==> config.mk <==
export PLATFORM = sky130hd
export DESIGN_NAME = cq_poster
export DESIGN_NICKNAME = d
export VERILOG_FILES = /design/src/rtl/cq_pkg.sv /design/src/rtl/cq_ctrl.sv /design/src/rtl/cq_datapath.sv /design/src/rtl/cq_poster.sv
export SDC_FILE = /design/constraint.sdc
export NUM_CORES = 1
export LEC_CHECK = 0
export BUFFER_PORTS_ARGS = -buffer_cell sky130_fd_sc_hd__buf_2
export CAP_MARGIN = 20
export CELL_PAD_IN_SITES_DETAIL_PLACEMENT = 0
export CELL_PAD_IN_SITES_GLOBAL_PLACEMENT = 1
export CORE_ASPECT_RATIO = 0.9
export CORE_MARGIN = 2
export CORE_UTILIZATION = 25
export DETAILED_ROUTE_END_ITERATION = 10
export GPL_ROUTABILITY_DRIVEN = 0
export HOLD_SLACK_MARGIN = 0.08
export PLACE_DENSITY_LB_ADDON = 0.1
export SLEW_MARGIN = 10
export SYNTH_ARGS = -nofsm -noshare
export SYNTH_HDL_FRONTEND = slang
export SYNTH_SLANG_ARGS = --single-unit
export TNS_END_PERCENT = 50
==> constraint.sdc <==
create_clock -name clk -period 2.2 [get_ports clk]
set_input_delay 0.22 -clock clk [delete_from_list [all_inputs] [get_ports clk]]
set_output_delay 0.22 -clock clk [all_outputs]
set_load 0.03 [all_outputs]
==> src/rtl/cq_pkg.sv <==
package cq_pkg;

  typedef struct packed {
    logic [31:0] result;
    logic [31:0] rsvd;
    logic [15:0] sqId;
    logic [15:0] sqHead;
    logic [15:0] cid;
    logic [14:0] status;
    logic        phase;
  } cqEntry_t;

  // control-to-datapath strobes
  typedef struct packed {
    logic load;
    logic phase;
  } cqStrobe_t;

endpackage

==> src/rtl/cq_ctrl.sv <==
module cq_ctrl
  import cq_pkg::*;
#(
  parameter int DEPTH = 8,
  localparam int PTR_W = $clog2(DEPTH)
) (
  input  logic             clk,
  input  logic             rst_n,
  input  logic             cfgInit,
  input  logic             cmpValid,
  output logic             cmpReady,
  input  logic             memGnt,
  output logic             memReq,
  input  logic             dbValid,
  input  logic [15:0]      dbHead,
  output logic             dbError,
  output logic             irqPulse,
  output logic [PTR_W-1:0] tail,
  output cqStrobe_t        strobe
);

  logic [PTR_W-1:0] head;
  logic [PTR_W-1:0] nextTail;
  logic             phase;
  logic             busy;
  logic             full;
  logic             accept;
  logic             posted;
  logic             wrap;
  logic             dbInRange;

  assign wrap      = (tail == PTR_W'(DEPTH - 1));
  assign nextTail  = wrap ? '0 : tail + 1'b1;
  assign full      = (nextTail == head);
  assign cmpReady  = !busy && !full;
  assign accept    = cmpValid && cmpReady;
  assign posted    = busy && memGnt;
  assign memReq    = busy;
  assign dbInRange = ({16'd0, dbHead} < 32'(DEPTH));

  assign strobe.load  = accept;
  assign strobe.phase = phase;

  always_ff @(posedge clk or negedge rst_n) begin
    if (!rst_n) begin
      tail     <= '0;
      head     <= '0;
      phase    <= 1'b1;
      busy     <= 1'b0;
      dbError  <= 1'b0;
      irqPulse <= 1'b0;
    end else if (cfgInit) begin
      tail     <= '0;
      head     <= '0;
      phase    <= 1'b1;
      busy     <= 1'b0;
      dbError  <= 1'b0;
      irqPulse <= 1'b0;
    end else begin
      irqPulse <= posted;
      if (accept) begin
        busy <= 1'b1;
      end else if (posted) begin
        busy <= 1'b0;
      end
      if (posted) begin
        tail <= nextTail;
        if (wrap) phase <= ~phase;
      end
      if (dbValid) begin
        if (dbInRange) head <= dbHead[PTR_W-1:0];
        else           dbError <= 1'b1;
      end
    end
  end

endmodule

==> src/rtl/cq_datapath.sv <==
module cq_datapath
  import cq_pkg::*;
#(
  parameter int ADDR_W = 32,
  parameter int PTR_W  = 3
) (
  input  logic              clk,
  input  logic              rst_n,
  input  logic              cfgInit,
  input  logic [ADDR_W-1:0] cfgBase,
  input  cqStrobe_t         strobe,
  input  logic [PTR_W-1:0]  tail,
  input  logic [15:0]       cmpSqId,
  input  logic [15:0]       cmpSqHead,
  input  logic [15:0]       cmpCid,
  input  logic [14:0]       cmpStatus,
  input  logic [31:0]       cmpResult,
  output logic [ADDR_W-1:0] memAddr,
  output logic [127:0]      memData
);

  localparam int SLOT_SHIFT = 4;

  logic [ADDR_W-1:0] baseQ;
  cqEntry_t          entryQ;
  logic [ADDR_W-1:0] addrQ;
  cqEntry_t          entryD;

  always_comb begin
    entryD.result = cmpResult;
    entryD.rsvd   = '0;
    entryD.sqId   = cmpSqId;
    entryD.sqHead = cmpSqHead;
    entryD.cid    = cmpCid;
    entryD.status = cmpStatus;
    entryD.phase  = strobe.phase;
  end

  always_ff @(posedge clk or negedge rst_n) begin
    if (!rst_n) begin
      baseQ  <= '0;
      entryQ <= '0;
      addrQ  <= '0;
    end else begin
      if (cfgInit) baseQ <= cfgBase;
      if (strobe.load) begin
        entryQ <= entryD;
        addrQ  <= baseQ + (ADDR_W'(tail) << SLOT_SHIFT);
      end
    end
  end

  assign memAddr = addrQ;
  assign memData = entryQ;

endmodule

==> src/rtl/cq_poster.sv <==
module cq_poster
  import cq_pkg::*;
#(
  parameter int DEPTH  = 8,
  parameter int ADDR_W = 32
) (
  input  logic              clk,
  input  logic              rst_n,
  input  logic              cfgInit,
  input  logic [ADDR_W-1:0] cfgBase,
  input  logic              cmpValid,
  output logic              cmpReady,
  input  logic [15:0]       cmpSqId,
  input  logic [15:0]       cmpSqHead,
  input  logic [15:0]       cmpCid,
  input  logic [14:0]       cmpStatus,
  input  logic [31:0]       cmpResult,
  output logic              memReq,
  input  logic              memGnt,
  output logic [ADDR_W-1:0] memAddr,
  output logic [127:0]      memData,
  output logic              irqPulse,
  input  logic              dbValid,
  input  logic [15:0]       dbHead,
  output logic              dbError
);

  localparam int PTR_W = $clog2(DEPTH);

  cqStrobe_t        strobe;
  logic [PTR_W-1:0] tail;

  cq_ctrl #(.DEPTH(DEPTH)) u_ctrl (
    .clk      (clk),
    .rst_n    (rst_n),
    .cfgInit  (cfgInit),
    .cmpValid (cmpValid),
    .cmpReady (cmpReady),
    .memGnt   (memGnt),
    .memReq   (memReq),
    .dbValid  (dbValid),
    .dbHead   (dbHead),
    .dbError  (dbError),
    .irqPulse (irqPulse),
    .tail     (tail),
    .strobe   (strobe)
  );

  cq_datapath #(.ADDR_W(ADDR_W), .PTR_W(PTR_W)) u_dp (
    .clk       (clk),
    .rst_n     (rst_n),
    .cfgInit   (cfgInit),
    .cfgBase   (cfgBase),
    .strobe    (strobe),
    .tail      (tail),
    .cmpSqId   (cmpSqId),
    .cmpSqHead (cmpSqHead),
    .cmpCid    (cmpCid),
    .cmpStatus (cmpStatus),
    .cmpResult (cmpResult),
    .memAddr   (memAddr),
    .memData   (memData)
  );

endmodule

Word level (Yosys, flattened, before mapping)
Index checks and enable logic that the tools add are counted.

operators by class
  mux-type cells = 16
  $add $sub $neg = 2
  div/mod/pow operators = 0
  reduce and logical (&&, ||, !) cells = 13
  shift operators = 0
  eq/ne operators = 3
  order comparisons = 1
  multiply operators = 0
  bitwise logic cells = 1

operators by type and width
  cell                   number
  $add A32 B7 Y32        1
  $mux W3                6
  $lt A16 B4 Y1 const B  1
  $mux W1                10
  $reduce_bool A2 Y1     4
  $reduce_and A2 Y1      3
  $add A3 B1 Y3 const B  1
  $eq A3 B3 Y1           1
  $eq A3 B3 Y1 const B   1
  $logic_and A1 B1 Y1    3
  $reduce_bool A3 Y1     1
  $logic_not A1 Y1       2
  $ne A2 B2 Y1 const B   1
  $not A1 Y1             1

storage, ports and cells
  latch bits = 0
  logic and storage cells = 50
  register bits after elaboration = 170
  memory bits (writable) = 0
  memory bits (read-only) = 0
  memories = 0

Depth between registers and ports, before layout
  depth after elaboration = 8
  mapped depth = 9
  gate-level depth less buffers = 8

By module
A second synthesis with hierarchy kept.

second synthesis, totals
  cell total of the unflattened synthesis = 557
  area, all modules = 7360.8 µm²

by module, submodules not included
  module       area each (µm²)  instances  cells each  sequential area each (µm²)
  cq_datapath  6767.7           1          498         4003.8
  cq_ctrl      593.1            1          59          251.5

Worst setup path before layout
No wires, ideal clock.

  path kind = reg-to-reg
  start point = register u_ctrl.tail[0]
  end point = register u_dp.entryQ (netlist bit u_dp.memData[16])
  cell stages (with the launch flop) = 9
  path slack = -0.111 ns
  buffers on the path = 2
  required time = 2.075 ns
  data arrival time = 2.186 ns
  cell sequence = dfrtp_1 -> ha_1 -> ha_1 -> nor2b_1 -> xnor2_1 -> a311oi_2 -> buf_4 -> buf_6 -> mux2_2

between the ends
  cells in the longest elaborated chain, start to end = 6
  elaborated cells on any way between the ends = 7
  classes of those cells = 1 x add/sub; 2 x eq/ne; 1 x mux; 3 x reduce/logical

RTL lines
  what                                           RTL line                      source
  from (decl)                                    cq_ctrl.sv:18                 output logic [PTR_W-1:0] tail,
  from (signal assigned)                         cq_ctrl.sv:67                 tail <= nextTail;
  $add A3 B1 Y3 or $eq A3 B3 Y1 (tied branches)  cq_ctrl.sv:33, cq_ctrl.sv:32
  $mux W3 (*)                                    cq_ctrl.sv:33                 assign nextTail = wrap ? '0 : tail + 1'b1;
  $eq A3 B3 Y1 (*)                               cq_ctrl.sv:34                 assign full = (nextTail == head);
  $logic_not A1 Y1 (*)                           cq_ctrl.sv:35                 assign cmpReady = !busy && !full;
  $logic_and A1 B1 Y1 (*)                        cq_ctrl.sv:35
  $logic_and A1 B1 Y1 (*)                        cq_ctrl.sv:36                 assign accept = cmpValid && cmpReady;
  to (signal assigned)                           cq_datapath.sv:47             entryQ <= entryD;
  to (decl)                                      cq_datapath.sv:25             cqEntry_t entryQ;

Mark *: on every way between the ends. The rest lies on a longest branch, timed or not.
A chain may end at the register's enable or synchronous reset.

Worst setup path after layout
  start point = register u_ctrl.tail[0]
  end point = register u_dp.entryQ (netlist bit u_dp.memData[21])

Same word-level chain as after synthesis.

==> impl_results.html <==
<table>
<tr><th>Metric</th><th>Value</th></tr>
<tr><th colspan="2">Outcome</th></tr>
<tr><td>Status</td><td>finished, violations left</td></tr>
<tr><td>Violated checks</td><td>negative setup slack</td></tr>
<tr><th colspan="2">STA</th></tr>
<tr><td>Final setup skew</td><td>approximately 9.5 ps</td></tr>
<tr><td>Final setup vio count</td><td>a little over 70</td></tr>
<tr><td>RSZ-0062 raised after global routing</td><td>true</td></tr>
<tr><td>Setup Total Neg Slack</td><td>-2480 ps</td></tr>
<tr><td>Final period util</td><td>103%</td></tr>
<tr><td>Min cycle time layout</td><td>2270 ps</td></tr>
<tr><td>Achievable frequency</td><td>440 MHz</td></tr>
<tr><td>Post-route worst setup slack</td><td>-73.1 ps</td></tr>
<tr><td>Number of max-slew violations in the final report</td><td>0</td></tr>
<tr><td>Slew of the pin with the lowest slew margin</td><td>roughly 670 ps</td></tr>
<tr><td>Slew margin rel.</td><td>between 50 and 60%</td></tr>
<tr><td>Final hold viol count</td><td>0</td></tr>
<tr><th colspan="2">Die</th></tr>
<tr><td>Floorplan die width</td><td>approximately 180 µm</td></tr>
<tr><td>Starting density of the core</td><td>about a quarter</td></tr>
<tr><td>Top Ports</td><td>~310</td></tr>
<tr><td>Die Y</td><td>approximately 160 µm</td></tr>
<tr><td>Placement Rows</td><td>58</td></tr>
<tr><td>Core Region</td><td>~0.028 mm²</td></tr>
<tr><td>Die area</td><td>about 0.030 mm²</td></tr>
<tr><th colspan="2">Routing</th></tr>
<tr><td>Detailed-route wire length</td><td>20200 µm</td></tr>
<tr><td>Detailed-router iteration count before antenna repair</td><td>4</td></tr>
<tr><td>Routed length per instance</td><td>15.0 µm</td></tr>
<tr><td>Sum of met3 wire segment lengths after detailed routing</td><td>between 1000 and 1500 µm</td></tr>
<tr><td>DRT antenna net count</td><td>0</td></tr>
<tr><td>Number of remaining DRC errors</td><td>0</td></tr>
<tr><td>Highest metal layer used by the detailed router</td><td>met4</td></tr>
<tr><td>Routed wl met2</td><td>just over 10000 µm</td></tr>
<tr><td>Met1 routed wirelength after detailed routing</td><td>between 8000 and 9000 µm</td></tr>
<tr><td>Vias per std cell</td><td>roughly 4.2</td></tr>
<tr><td>Total vias in the final route</td><td>around 5700</td></tr>
<tr><td>Drt initial violations</td><td>approximately 200</td></tr>
<tr><th colspan="2">Job</th></tr>
<tr><td>Max-cap viol count</td><td>0</td></tr>
<tr><th colspan="2">Global route</th></tr>
<tr><td>Initial antenna violation count</td><td>0</td></tr>
<tr><td>Total Routing Usage GR</td><td>between 10% and 20%</td></tr>
<tr><td>Via count of the first global-routing pass</td><td>around 6000</td></tr>
<tr><td>Global-route wire length before repair</td><td>31500 µm</td></tr>
<tr><td>Global-route congestion overflow total</td><td>0</td></tr>
<tr><td>Largest net degree at the start of global routing</td><td>66</td></tr>
<tr><th colspan="2">Logic synthesis</th></tr>
<tr><td>Portion of synthesized cell area occupied by the leading cell type</td><td>between 50% and 60%</td></tr>
<tr><td>Gate count after technology mapping</td><td>roughly 540</td></tr>
<tr><td>Post-synthesis cell type count</td><td>32</td></tr>
<tr><td>Yosys warning total</td><td>0</td></tr>
<tr><td>Fraction of the yosys area taken by sequential cells</td><td>around 59%</td></tr>
<tr><td>Synth cell count leaders</td><td>dfrtp_1, mux2_2, buf_4</td></tr>
<tr><td>Cell types with the largest area share after synthesis</td><td>dfrtp_1, mux2_2, buf_4</td></tr>
<tr><td>Post-synthesis register bit count</td><td>170</td></tr>
<tr><td>Fraction of registers with async set or reset after synthesis</td><td>100%</td></tr>
<tr><td>Number of synthesized flops with an enable pin</td><td>0</td></tr>
<tr><td>Largest area contributor in the netlist</td><td>dfrtp_1</td></tr>
<tr><td>Most common cell in the synthesized netlist</td><td>dfrtp_1</td></tr>
<tr><td>Synth Flop Type</td><td>dfrtp_1</td></tr>
<tr><td>Average size of a mapped cell</td><td>roughly 13 µm²</td></tr>
<tr><td>Synth Cell Area</td><td>0.00720 mm²</td></tr>
<tr><th colspan="2">Clock network</th></tr>
<tr><td>CTS HTree Levels</td><td>4</td></tr>
<tr><td>Clk Latency, worst-skew pair</td><td>~430 ps</td></tr>
<tr><td>Total clock sinks</td><td>170</td></tr>
<tr><td>Clock slew at reported path FFs</td><td>roughly 70 ps</td></tr>
<tr><td>Worst-case clock buffer depth</td><td>2</td></tr>
<tr><td>Cell chosen for the clock root</td><td>clkbuf_16</td></tr>
<tr><td>CTS tree</td><td>done</td></tr>
<tr><td>Num CTS Buffers</td><td>17</td></tr>
<tr><th colspan="2">Finish</th></tr>
<tr><td>Net count of the finished layout</td><td>1134</td></tr>
<tr><td>Area of all placed cells without fillers</td><td>~0.011 mm²</td></tr>
<tr><td>Share of final-layout standard cells stronger than drive strength 1</td><td>between 40% and 50%</td></tr>
<tr><td>Layout Utilization</td><td>between 40% and 50%</td></tr>
<tr><td>Count of non-filler cells in the finished layout</td><td>roughly 1400</td></tr>
<tr><td>Layout overhead on the synthesized area</td><td>57.4%</td></tr>
<tr><td>Number of diodes</td><td>0</td></tr>
<tr><th colspan="2">Hold path</th></tr>
<tr><td>Class of the tightest hold or removal check</td><td>input port to register</td></tr>
<tr><th colspan="2">Critical path</th></tr>
<tr><td>Largest driver fanout on the critical path</td><td>25</td></tr>
<tr><td>Worst reg2reg endpoint</td><td>u_dp.memData[21]</td></tr>
<tr><td>Register-to-register setup slack</td><td>-70 ps</td></tr>
<tr><td>Crit. Startpoint</td><td>u_ctrl.tail[0]</td></tr>
<tr><td>Kind of end point of the critical path</td><td>register</td></tr>
<tr><td>Launch point of the worst reg-to-reg path</td><td>u_ctrl.tail[0]</td></tr>
<tr><td>Worst path required time</td><td>2500 ps</td></tr>
<tr><td>Worst setup path endpoint</td><td>u_dp.memData[21]</td></tr>
<tr><td>Element type at the critical path start</td><td>register</td></tr>
<tr><td>Path depth of the worst reg2reg path</td><td>8</td></tr>
<tr><td>Worst EP arrival</td><td>between 2000 and 3000 ps</td></tr>
<tr><td>Category of the critical setup timing path</td><td>register to register</td></tr>
<tr><th colspan="2">Place</th></tr>
<tr><td>Quantity of I/O buffers inserted on ports</td><td>280</td></tr>
<tr><td>Dpl cells</td><td>1184</td></tr>
<tr><td>Post-detail-place hpwl</td><td>between 10000 and 15000 µm</td></tr>
<tr><td>Placed standard-cell area</td><td>~0.0092 mm²</td></tr>
<tr><td>Worst slack at placement</td><td>-65.2 ps</td></tr>
<tr><th colspan="2">Pwr</th></tr>
<tr><td>VDD IR-drop max</td><td>slightly above 0.5 mV</td></tr>
<tr><td>Static leakage power</td><td>between 5 and 6 nW</td></tr>
<tr><td>Power density over the cells</td><td>approximately 850 mW/mm²</td></tr>
</table>
## cell usage in the layout, fill, tap and decap left out, types with 2 or more instances in the layout
cell type	instances
o21ai_0	5
clkbuf_16	18
nand2b_1	2
clkinv_2	4
dfrtp_1	169
buf_6	2
clkinvlp_4	4
inv_6	3
xor2_1	12
and4_1	3
nand4_1	8
nor2_1	32
a21oi_1	29
conb_1	32
nor3_1	5
buf_4	14
buf_12	7
nand2_1	18
clkbuf_8	2
a31oi_1	2
buf_16	5
inv_1	12
nand3_1	12
ha_1	3
nor4_1	3
xnor2_2	3
mux2_2	96
and3_1	3
clkinv_4	2
buf_2	278
nor4_2	4
xnor2_1	14
mux2i_1	4
dlygate4sd3_1	133
mux2_4	35
## power breakdown
group          switching (mW)  total (mW)  internal [mW]
registers               0.297        3.92           3.63
clock network            1.31        2.82           1.51
logic                    1.68        2.84           1.16
total                    3.29        9.58           6.29
## final cells by class
type	count	area (µm²)
fillers	2729	16800
multi-input cells	338	2880
inverters	12	45.0
clock inverters	13	93.8
repair buffers	440	3150
clock buffers	19	453
flip-flops and latches	170	4260
well taps	360	450
## metal layers
layer,track usage (%),vias up
met5,0,-
met4,4.11,0
met3,4.65,16
met2,22.3,196
met1,16.3,2756
li1,-,2686
## logic make-up (layout without fill, tap and decap cells)
family,after synthesis,count (layout),synth area share [%]
buffers and inverters,67,484,5.68
DFF,170,170,59.1
AOI/OAI and AO/OA,42,42,3.23
xor gates and xnor gates,29,29,3.53
and+or+nand+nor,94,94,6.20
other,1,32,0.0521
adders and majority gates,6,6,1.15
muxes,135,135,21.0
## metrics by stage
step / hold slack [ps] / total power [mW]
final: 159 / 9.58
after global routing: 164 / 10.1
after CTS: 140 / 9.65
after detailed placement: 296 / 6.53
after global placement: 283 / 6.49
after floorplan: -75.6 / 5.63
## worst max-delay path, cell delays in order, from the launching register on
cell      delay, ps
dfrtp_1         410
ha_2            200
ha_4            180
nor2b_4         150
xnor2_2         110
a311oi_4        330
buf_12          210
buf_16          190
mux2_2          360
## repair_timing
action | CTS | global route
setup endpoints to repair | 118 | 121
setup buffers | 0 | 1
hold buffers | 133 | 0
hold endpoints to repair | 192 | 0
resized for setup | 14 | 41
gates cloned | 1 | 1
## flip-flops by register name, indices dropped and copies added, names as in the netlist
name and count:
u_ctrl.dbError 1, u_ctrl.head 3, u_ctrl.irqPulse 1, u_ctrl.memReq 1, u_ctrl.phase 1, u_ctrl.tail 3
u_dp.baseQ 32, u_dp.memAddr 32, u_dp.memData 96
## how the worst min path moves through the flow
| stage | startpoint | end | slack [ps] | cells after the start |
|---|---|---|---|---|
| after floorplan | rst_n | u_ctrl.dbError | -80 | 0 |
| after global placement | rst_n | u_dp.memData[98] | 280 | 1 |
| after detailed placement | rst_n | u_dp.memData[96] | 300 | 1 |
| after CTS | dbHead[14] | u_ctrl.dbError | 140 | 5 |
| after global routing | dbHead[14] | u_ctrl.dbError | 160 | 5 |
| final | dbHead[14] | u_ctrl.dbError | 160 | 5 |
Note: power is estimated with default switching activity, not from simulation.
